<file path="src/rtl/lbs_pkg.sv">
package lbs_pkg;

  typedef enum logic [3:0] {
    ST_PWR_LO     = 4'd0,
    ST_PWR_HI     = 4'd1,
    ST_CLK_SETTLE = 4'd2,
    ST_PERST_LO   = 4'd3,
    ST_PERST_HI   = 4'd4,
    ST_POLL_WAIT  = 4'd5,
    ST_RD_RX      = 4'd6,
    ST_RD_OVR1    = 4'd7,
    ST_WR_OVR1    = 4'd8,
    ST_OVR_HOLD   = 4'd9,
    ST_RD_OVR2    = 4'd10,
    ST_WR_OVR2    = 4'd11,
    ST_READY      = 4'd12,
    ST_FAILED     = 4'd13
  } lbs_state_e;

  localparam logic [15:0] RX_STAT_ADDR   = 16'h100D;
  localparam logic [15:0] OVRD_ADDR      = 16'h1005;
  localparam logic [15:0] OVRD_BITS      = 16'h0028;  // bit 5 data enable, bit 3 PLL enable
  localparam logic [5:0]  LTSSM_RCV_LOCK = 6'h0D;
  localparam logic [3:0]  SPEED_GEN1     = 4'd1;

  function automatic logic link_established(input logic up, input logic training);
    return up && !training;
  endfunction

  function automatic logic speed_change_stuck(input logic [5:0] st, input logic rx_valid);
    return (st == LTSSM_RCV_LOCK) && !rx_valid;
  endfunction

  function automatic logic [15:0] ovrd_force(input logic [15:0] v);
    return v | OVRD_BITS;
  endfunction

  function automatic logic [15:0] ovrd_release(input logic [15:0] v);
    return v & ~OVRD_BITS;
  endfunction

endpackage

</file>
<file path="src/rtl/lbs_timer.sv">
module lbs_timer #(
  parameter int unsigned CLK_PER_US = 100,
  parameter int unsigned LEN_W      = 32
) (
  input  logic             clk,
  input  logic             rst_n,
  input  logic             clr_i,
  input  logic [LEN_W-1:0] len_i,
  output logic             done_o
);
  localparam int unsigned PRE_W = (CLK_PER_US > 1) ? $clog2(CLK_PER_US) : 1;
  localparam logic [PRE_W-1:0] PRE_LAST = PRE_W'(CLK_PER_US - 1);

  logic [PRE_W-1:0] pre_q;
  logic [LEN_W-1:0] us_q;
  logic             us_tick;

  assign us_tick = (pre_q == PRE_LAST);
  assign done_o  = (us_q == len_i);

  always_ff @(posedge clk or negedge rst_n) begin
    if (!rst_n) begin
      pre_q <= '0;
      us_q  <= '0;
    end else if (clr_i) begin
      pre_q <= '0;
      us_q  <= '0;
    end else if (!done_o) begin
      pre_q <= us_tick ? '0 : pre_q + 1'b1;
      if (us_tick) us_q <= us_q + 1'b1;
    end
  end

  // the microsecond count never runs past the current phase length
  a_r2_timer_bound: assert property (@(posedge clk) disable iff (!rst_n)
    us_q <= len_i);

endmodule

</file>
<file path="src/rtl/lbs_phy_port.sv">
module lbs_phy_port import lbs_pkg::*; (
  input  logic        clk,
  input  logic        rst_n,
  input  lbs_state_e  state_i,
  input  logic        ack_i,
  input  logic [15:0] rdata_i,
  output logic        req_o,
  output logic        we_o,
  output logic [15:0] addr_o,
  output logic [15:0] wdata_o,
  output logic        acked_o
);
  logic [15:0] ovrd_q;
  logic        is_rd_ovr;

  assign is_rd_ovr = (state_i == ST_RD_OVR1) || (state_i == ST_RD_OVR2);

  always_comb begin
    req_o   = 1'b0;
    we_o    = 1'b0;
    addr_o  = '0;
    wdata_o = '0;
    unique case (state_i)
      ST_RD_RX:   begin req_o = 1'b1; addr_o = RX_STAT_ADDR; end
      ST_RD_OVR1,
      ST_RD_OVR2: begin req_o = 1'b1; addr_o = OVRD_ADDR; end
      ST_WR_OVR1: begin req_o = 1'b1; we_o = 1'b1; addr_o = OVRD_ADDR; wdata_o = ovrd_force(ovrd_q); end
      ST_WR_OVR2: begin req_o = 1'b1; we_o = 1'b1; addr_o = OVRD_ADDR; wdata_o = ovrd_release(ovrd_q); end
      default: ;
    endcase
  end

  assign acked_o = req_o && ack_i;

  always_ff @(posedge clk or negedge rst_n) begin
    if (!rst_n)                    ovrd_q <= '0;
    else if (is_rd_ovr && ack_i)   ovrd_q <= rdata_i;
  end

  // an unacknowledged request keeps its fields
  a_r12_req_held: assert property (@(posedge clk) disable iff (!rst_n)
    (req_o && !ack_i) |=> (req_o && $stable(addr_o) && $stable(we_o) && $stable(wdata_o)));

endmodule

</file>
<file path="src/rtl/link_bringup_seq.sv">
module link_bringup_seq import lbs_pkg::*; #(
  parameter int unsigned CLK_PER_US    = 100,
  parameter int unsigned T_PWR_LO_US   = 20000,
  parameter int unsigned T_PWR_HI_US   = 20000,
  parameter int unsigned T_SETTLE_US   = 50000,
  parameter int unsigned T_PERST_LO_US = 20000,
  parameter int unsigned T_PERST_HI_US = 20000,
  parameter int unsigned T_POLL_US     = 10,
  parameter int unsigned T_OVRD_US     = 3000,
  parameter int unsigned MAX_POLLS     = 4000
) (
  input  logic        clk,
  input  logic        rst_n,
  input  logic        link_up_i,
  input  logic        in_training_i,
  input  logic [5:0]  ltssm_state_i,
  input  logic        phy_ack_i,
  input  logic        phy_err_i,
  input  logic [15:0] phy_rdata_i,
  output logic        pwr_en_o,
  output logic        clk_en_o,
  output logic        phy_rst_o,
  output logic        perst_n_o,
  output logic        ltssm_en_o,
  output logic [3:0]  max_speed_o,
  output logic        phy_req_o,
  output logic        phy_we_o,
  output logic [15:0] phy_addr_o,
  output logic [15:0] phy_wdata_o,
  output logic        ready_o,
  output logic        failed_o
);
  localparam int unsigned LEN_W  = 32;
  localparam int unsigned POLL_W = $clog2(MAX_POLLS + 1);
  localparam logic [POLL_W-1:0] POLL_LAST = POLL_W'(MAX_POLLS - 1);

  lbs_state_e        state_q, state_d;
  logic [LEN_W-1:0]  wait_len;
  logic              timer_done;
  logic              timer_clr;
  logic              acked;
  logic              acc_err;
  logic              link_ok;
  logic              stuck;
  logic              last_poll;
  logic              poll_done;
  logic [POLL_W-1:0] poll_q;

  assign link_ok   = link_established(link_up_i, in_training_i);
  assign stuck     = speed_change_stuck(ltssm_state_i, phy_rdata_i[0]);
  assign acc_err   = acked && phy_err_i;
  assign last_poll = (poll_q == POLL_LAST);
  assign poll_done = acked && !phy_err_i &&
                     (((state_q == ST_RD_RX) && !stuck) || (state_q == ST_WR_OVR2));

  always_comb begin
    unique case (state_q)
      ST_PWR_LO:     wait_len = LEN_W'(T_PWR_LO_US);
      ST_PWR_HI:     wait_len = LEN_W'(T_PWR_HI_US);
      ST_CLK_SETTLE: wait_len = LEN_W'(T_SETTLE_US);
      ST_PERST_LO:   wait_len = LEN_W'(T_PERST_LO_US);
      ST_PERST_HI:   wait_len = LEN_W'(T_PERST_HI_US);
      ST_POLL_WAIT:  wait_len = LEN_W'(T_POLL_US);
      ST_OVR_HOLD:   wait_len = LEN_W'(T_OVRD_US);
      default:       wait_len = '0;
    endcase
  end

  always_comb begin
    state_d = state_q;
    unique case (state_q)
      ST_PWR_LO:     if (timer_done) state_d = ST_PWR_HI;
      ST_PWR_HI:     if (timer_done) state_d = ST_CLK_SETTLE;
      ST_CLK_SETTLE: if (timer_done) state_d = ST_PERST_LO;
      ST_PERST_LO:   if (timer_done) state_d = ST_PERST_HI;
      ST_PERST_HI:   if (timer_done) state_d = ST_POLL_WAIT;
      ST_POLL_WAIT:  if (timer_done) state_d = link_ok ? ST_READY : ST_RD_RX;
      ST_RD_RX:      if (acked) state_d = acc_err ? ST_FAILED :
                                          stuck   ? ST_RD_OVR1 :
                                          last_poll ? ST_FAILED : ST_POLL_WAIT;
      ST_RD_OVR1:    if (acked) state_d = acc_err ? ST_FAILED : ST_WR_OVR1;
      ST_WR_OVR1:    if (acked) state_d = acc_err ? ST_FAILED : ST_OVR_HOLD;
      ST_OVR_HOLD:   if (timer_done) state_d = ST_RD_OVR2;
      ST_RD_OVR2:    if (acked) state_d = acc_err ? ST_FAILED : ST_WR_OVR2;
      ST_WR_OVR2:    if (acked) state_d = (acc_err || last_poll) ? ST_FAILED : ST_POLL_WAIT;
      default:       state_d = state_q;
    endcase
  end

  assign timer_clr = (state_d != state_q);

  always_ff @(posedge clk or negedge rst_n) begin
    if (!rst_n) begin
      state_q <= ST_PWR_LO;
      poll_q  <= '0;
    end else begin
      state_q <= state_d;
      if (poll_done && !last_poll) poll_q <= poll_q + 1'b1;
    end
  end

  lbs_timer #(.CLK_PER_US(CLK_PER_US), .LEN_W(LEN_W)) u_timer (
    .clk(clk), .rst_n(rst_n), .clr_i(timer_clr), .len_i(wait_len), .done_o(timer_done)
  );

  lbs_phy_port u_phy (
    .clk(clk), .rst_n(rst_n), .state_i(state_q), .ack_i(phy_ack_i), .rdata_i(phy_rdata_i),
    .req_o(phy_req_o), .we_o(phy_we_o), .addr_o(phy_addr_o), .wdata_o(phy_wdata_o),
    .acked_o(acked)
  );

  assign pwr_en_o    = (state_q >= ST_PWR_HI);
  assign clk_en_o    = (state_q >= ST_CLK_SETTLE);
  assign phy_rst_o   = (state_q <  ST_CLK_SETTLE);
  assign perst_n_o   = (state_q >= ST_PERST_HI);
  assign max_speed_o = perst_n_o ? SPEED_GEN1 : 4'd0;
  assign ltssm_en_o  = (state_q >= ST_POLL_WAIT) && (state_q != ST_FAILED);
  assign ready_o     = (state_q == ST_READY);
  assign failed_o    = (state_q == ST_FAILED);

  // endpoint released only with power and clock up and PHY out of reset
  a_r4_perst_order: assert property (@(posedge clk) disable iff (!rst_n)
    perst_n_o |-> (pwr_en_o && clk_en_o && !phy_rst_o));
  // training never starts in the same cycle the endpoint is released
  a_r4_perst_gap: assert property (@(posedge clk) disable iff (!rst_n)
    $rose(perst_n_o) |-> !ltssm_en_o);
  // training enabled only with generation 1 forced
  a_r5_gen1_first: assert property (@(posedge clk) disable iff (!rst_n)
    ltssm_en_o |-> (max_speed_o == SPEED_GEN1));
  // ready is sticky
  a_r6_ready_sticky: assert property (@(posedge clk) disable iff (!rst_n)
    ready_o |=> ready_o);
  // failure is sticky and stops training
  a_r10_fail_sticky: assert property (@(posedge clk) disable iff (!rst_n)
    failed_o |=> (failed_o && !ltssm_en_o && !ready_o));
  // an errored acknowledge ends in failure
  a_r11_err_fails: assert property (@(posedge clk) disable iff (!rst_n)
    (phy_req_o && phy_ack_i && phy_err_i) |=> failed_o);

endmodule

</file>
<file path="config.mk">
export PLATFORM = sky130hd
export DESIGN_NAME = link_bringup_seq
export DESIGN_NICKNAME = d
export VERILOG_FILES = /design/src/rtl/lbs_pkg.sv /design/src/rtl/lbs_timer.sv /design/src/rtl/lbs_phy_port.sv /design/src/rtl/link_bringup_seq.sv
export SDC_FILE = /design/constraint.sdc
export NUM_CORES = 1
export LEC_CHECK = 0
export BUFFER_PORTS_ARGS = -buffer_cell sky130_fd_sc_hd__buf_2
export CORE_MARGIN = 2
export CORE_UTILIZATION = 27
export CTS_CLUSTER_DIAMETER = 30
export DETAILED_ROUTE_END_ITERATION = 12
export HOLD_SLACK_MARGIN = 0.1
export PLACE_DENSITY = 0.49
export SLEW_MARGIN = 20
export SYNTH_ARGS = -nofsm -noshare
export SYNTH_HDL_FRONTEND = slang
export SYNTH_SLANG_ARGS = --single-unit
</file>
<file path="constraint.sdc">
create_clock -name clk -period 5.3 [get_ports clk]
set_clock_uncertainty 0.1 [all_clocks]
set_input_delay 1.06 -clock clk [delete_from_list [all_inputs] [get_ports clk]]
set_output_delay 1.06 -clock clk [all_outputs]
set_load 0.02 [all_outputs]
</file>
==> flow_summary.toml <==
[setup_path]
crit_path_end_kind = "flop"
cp_data_arrival_time_ns = 3.88
cp_max_fo = 25
worst_setup_path_start_kind = "flop"
crit_type = "flop to flop"
critPathRequiredTime_ns = 5.40

[placement]
dp_slack_ns = 1.572
gp_congestion = 0.8297
numPortBuffers = 55
hpwl_mm = 8.182

[drt]
drc_errors = 0
wirelength_mm = 11.67
drt_first_iter_violations = 171
wl_per_cell_um = 14.71
drtAntennaViolNets = 0
dr.pass1.iters = 5
vias = 4048
vias_per_cell = 5.105

[pwr]
max-vdd-ir-drop_uv = 204.5
p_leak_nw = 2.287
p_per_area_nw_per_um2 = 404.0

[grt]
grt_max_degree = 70
grt.met1_usage = 0.1755
grt_pass1_wl_mm = 19.53
grt-ovfl-total = 0
grt_use_met2 = 0.2166
grt_use_met3 = 0.02918
grt_pass1_vias = 3890
grt.total_usage = 0.1328
grt_busiest_layer = "met2"
antenna_found_initial = 0

[floorplan]
die_w_um = 135.5
die-height_um = 135.5
core_area_um2 = 17120
start_util = 0.2726
row_count = 48
dieArea_um2 = 18350
ios = 73

[logic_synthesis]
synth_top_area_share = 0.3701
ys_ff_latch = 69
synth.largest_area_cell = "dfrtp_1"
ys_warn_count = 0
ys_types = 71
syn_area_per_cell_um2 = 8.787
async_flop_share = 1.000
synthTopCellsByArea = "dfrtp_1, xnor2_1, nor2_1"
ys.flop_type = "dfrtp_1"
syn_area_um2 = 4666
synthCells = 531
synth_edf_count = 0
yosysSeqAreaShare = 0.3701

[sta]
relSlewSlack = 0.3906
min_period_ns = 3.781
max_freq_mhz = 264.5
tightest_slew_ns = 0.9141
final_max_slew_viol_count = 0
setup_violations = 0
rsz0062_at_grt = "false"
setup_slack_ns = 1.519
finalSetupTns_ns = 0
period_share = 0.7133
hold_viol = 0

[clock_network]
hold_buffers = 0
clk_pin_slew_ns = 0.06
clock_latency_ns = 0.33
htree_levels = 3
clock_path_buffers = 2
cts.sinks = 69
cts_resized = 0
cts_inserted_buffers = 9
cts_tree = "yes"
post_cts_buffers = 0
root_buffer = "clkbuf_16"

[status]
outcome = "finished clean"

[cells_and_area]
layout.nets = 594
syn_to_final_growth_pct = 13.46
drive_above_1_share = 0.1972
fillers = 1814
diodes = 0

[min_path]
min_path_type = "flop to flop"

[job]
max_cap_viol_count = 0
## layout make-up
type	instances	area [um^2]	area share
Tap cell	225	281.5	0.05318
Timing Repair Buffer	63	335.3	0.06334
Sequential cell	69	1727	0.3262
Inverter	13	48.80	0.009218
Multi-Input combinational cell	407	2579	0.4871
Clock buffer	9	225.2	0.04254
Clock inverter	7	97.59	0.01844
## placed cells by master (no fill, tap or decap), types with 3 or more instances in the layout
master	instances
a22o_1	3
nand3b_1	4
nor2_1	52
o22ai_1	4
or2_2	4
nand3_1	21
o21ai_0	14
xor2_1	6
dfrtp_1	69
a31oi_1	3
and3_1	10
and2_1	17
clkbuf_16	9
mux2_2	17
nand2b_1	7
nor2b_1	3
nand2_1	38
o211ai_1	5
a21oi_1	16
xnor2_1	35
nor4_1	20
inv_1	12
conb_1	15
or3_1	6
nor3b_1	3
a22oi_1	3
and4_1	3
nor3_1	30
mux2i_1	7
o21a_1	4
ha_1	3
nand4_1	14
buf_4	8
buf_2	55
## routing by layer
| metal | up-vias | share of wire |
|---|---|---|
| li1 | 1923 | - |
| met1 | 1983 | 0.46 |
| met2 | 128 | 0.48 |
| met3 | 14 | 0.052 |
| met4 | 0 | 0.011 |
| met5 | - | 0 |
## cells by family after synthesis
group / count (synthesis) / share of synthesized area
multiplexers: 24 / 0.05605
AO/OA/AOI/OAI: 75 / 0.1126
XOR/XNOR: 41 / 0.07696
flip-flops: 69 / 0.3701
buffers and inverters: 69 / 0.08849
adder cells (fa/ha/maj): 3 / 0.008046
other: 1 / 0.0008037
AND/OR/NAND/NOR: 249 / 0.2869
## final timing paths
kind / start / end / slack, ns / cells past startpoint
min in group asynchronous: rst_n / u_timer.us_q[28] / 0.82 / 2
max: state_q[3] / u_timer.us_q[2] / 1.52 / 8
min reg2reg: poll_q[4] / poll_q[4] / 0.38 / 1
min: poll_q[4] / poll_q[4] / 0.38 / 1
max reg2reg: state_q[3] / u_timer.us_q[2] / 1.52 / 8
max in group asynchronous: rst_n / state_q[2] / 3.64 / 2
## worst max-delay path, stage by stage, from the launching register on
cell and delay (ns):
dfrtp_1 0.71, buf_4 0.33, mux2i_1 0.16, a221oi_1 0.40
o21ai_1 0.10, or4_4 0.55, o31ai_4 0.77, buf_4 0.42
nor2_1 0.09
## cells in the mapped netlist (3+ instances only)
cell type / n
buf_12: 3
buf_2: 9
mux2_2: 17
and4_1: 3
clkbuf_1: 17
o211ai_1: 5
or3_1: 6
a21oi_1: 16
o22ai_1: 4
nor2_1: 52
nor2b_1: 3
o21ai_0: 14
nor3b_1: 3
buf_1: 4
inv_1: 12
nand4_1: 14
xnor2_1: 35
nor3_1: 30
and2_1: 17
ha_1: 3
a22o_1: 3
mux2i_1: 7
xor2_1: 6
nand2_1: 38
o21a_1: 4
nor4_1: 20
a22oi_1: 3
nand3b_1: 4
nand2b_1: 7
nand3_1: 21
a31oi_1: 3
buf_4: 21
and3_1: 10
dfrtp_1: 69
or2_2: 4
## power breakdown
part           internal [W]  leakage, nW  switching, W  total, W
Sequential         0.000604        0.918     0.0000862  0.000690
Clock              0.000413        0.152      0.000238  0.000651
Combinational      0.000271         1.22      0.000526  0.000797
## flip-flops by register name (all words and copies together) (netlist names)
name           flops
u_timer.us_q      32
state_q            4
poll_q            12
u_phy.ovrd_q      14
u_timer.pre_q      7
## per-stage QoR
stage | hold slack [ns] | instances | power (W) | cell area (um^2) | utilization
after floorplan | 0.3452 | 545 | 0.001387 | 4718 | -
after global placement | 0.3602 | 777 | 0.001487 | 4971 | 0.2904
after detailed placement | 0.3730 | 777 | 0.001498 | 4971 | 0.2904
after CTS | 0.3848 | 793 | 0.002166 | 5294 | 0.3093
after global routing | 0.3982 | 793 | 0.002282 | 5294 | 0.3093
final | 0.3791 | 793 | 0.002138 | 5294 | 0.3093
Note: power is estimated with default switching activity, not from simulation.
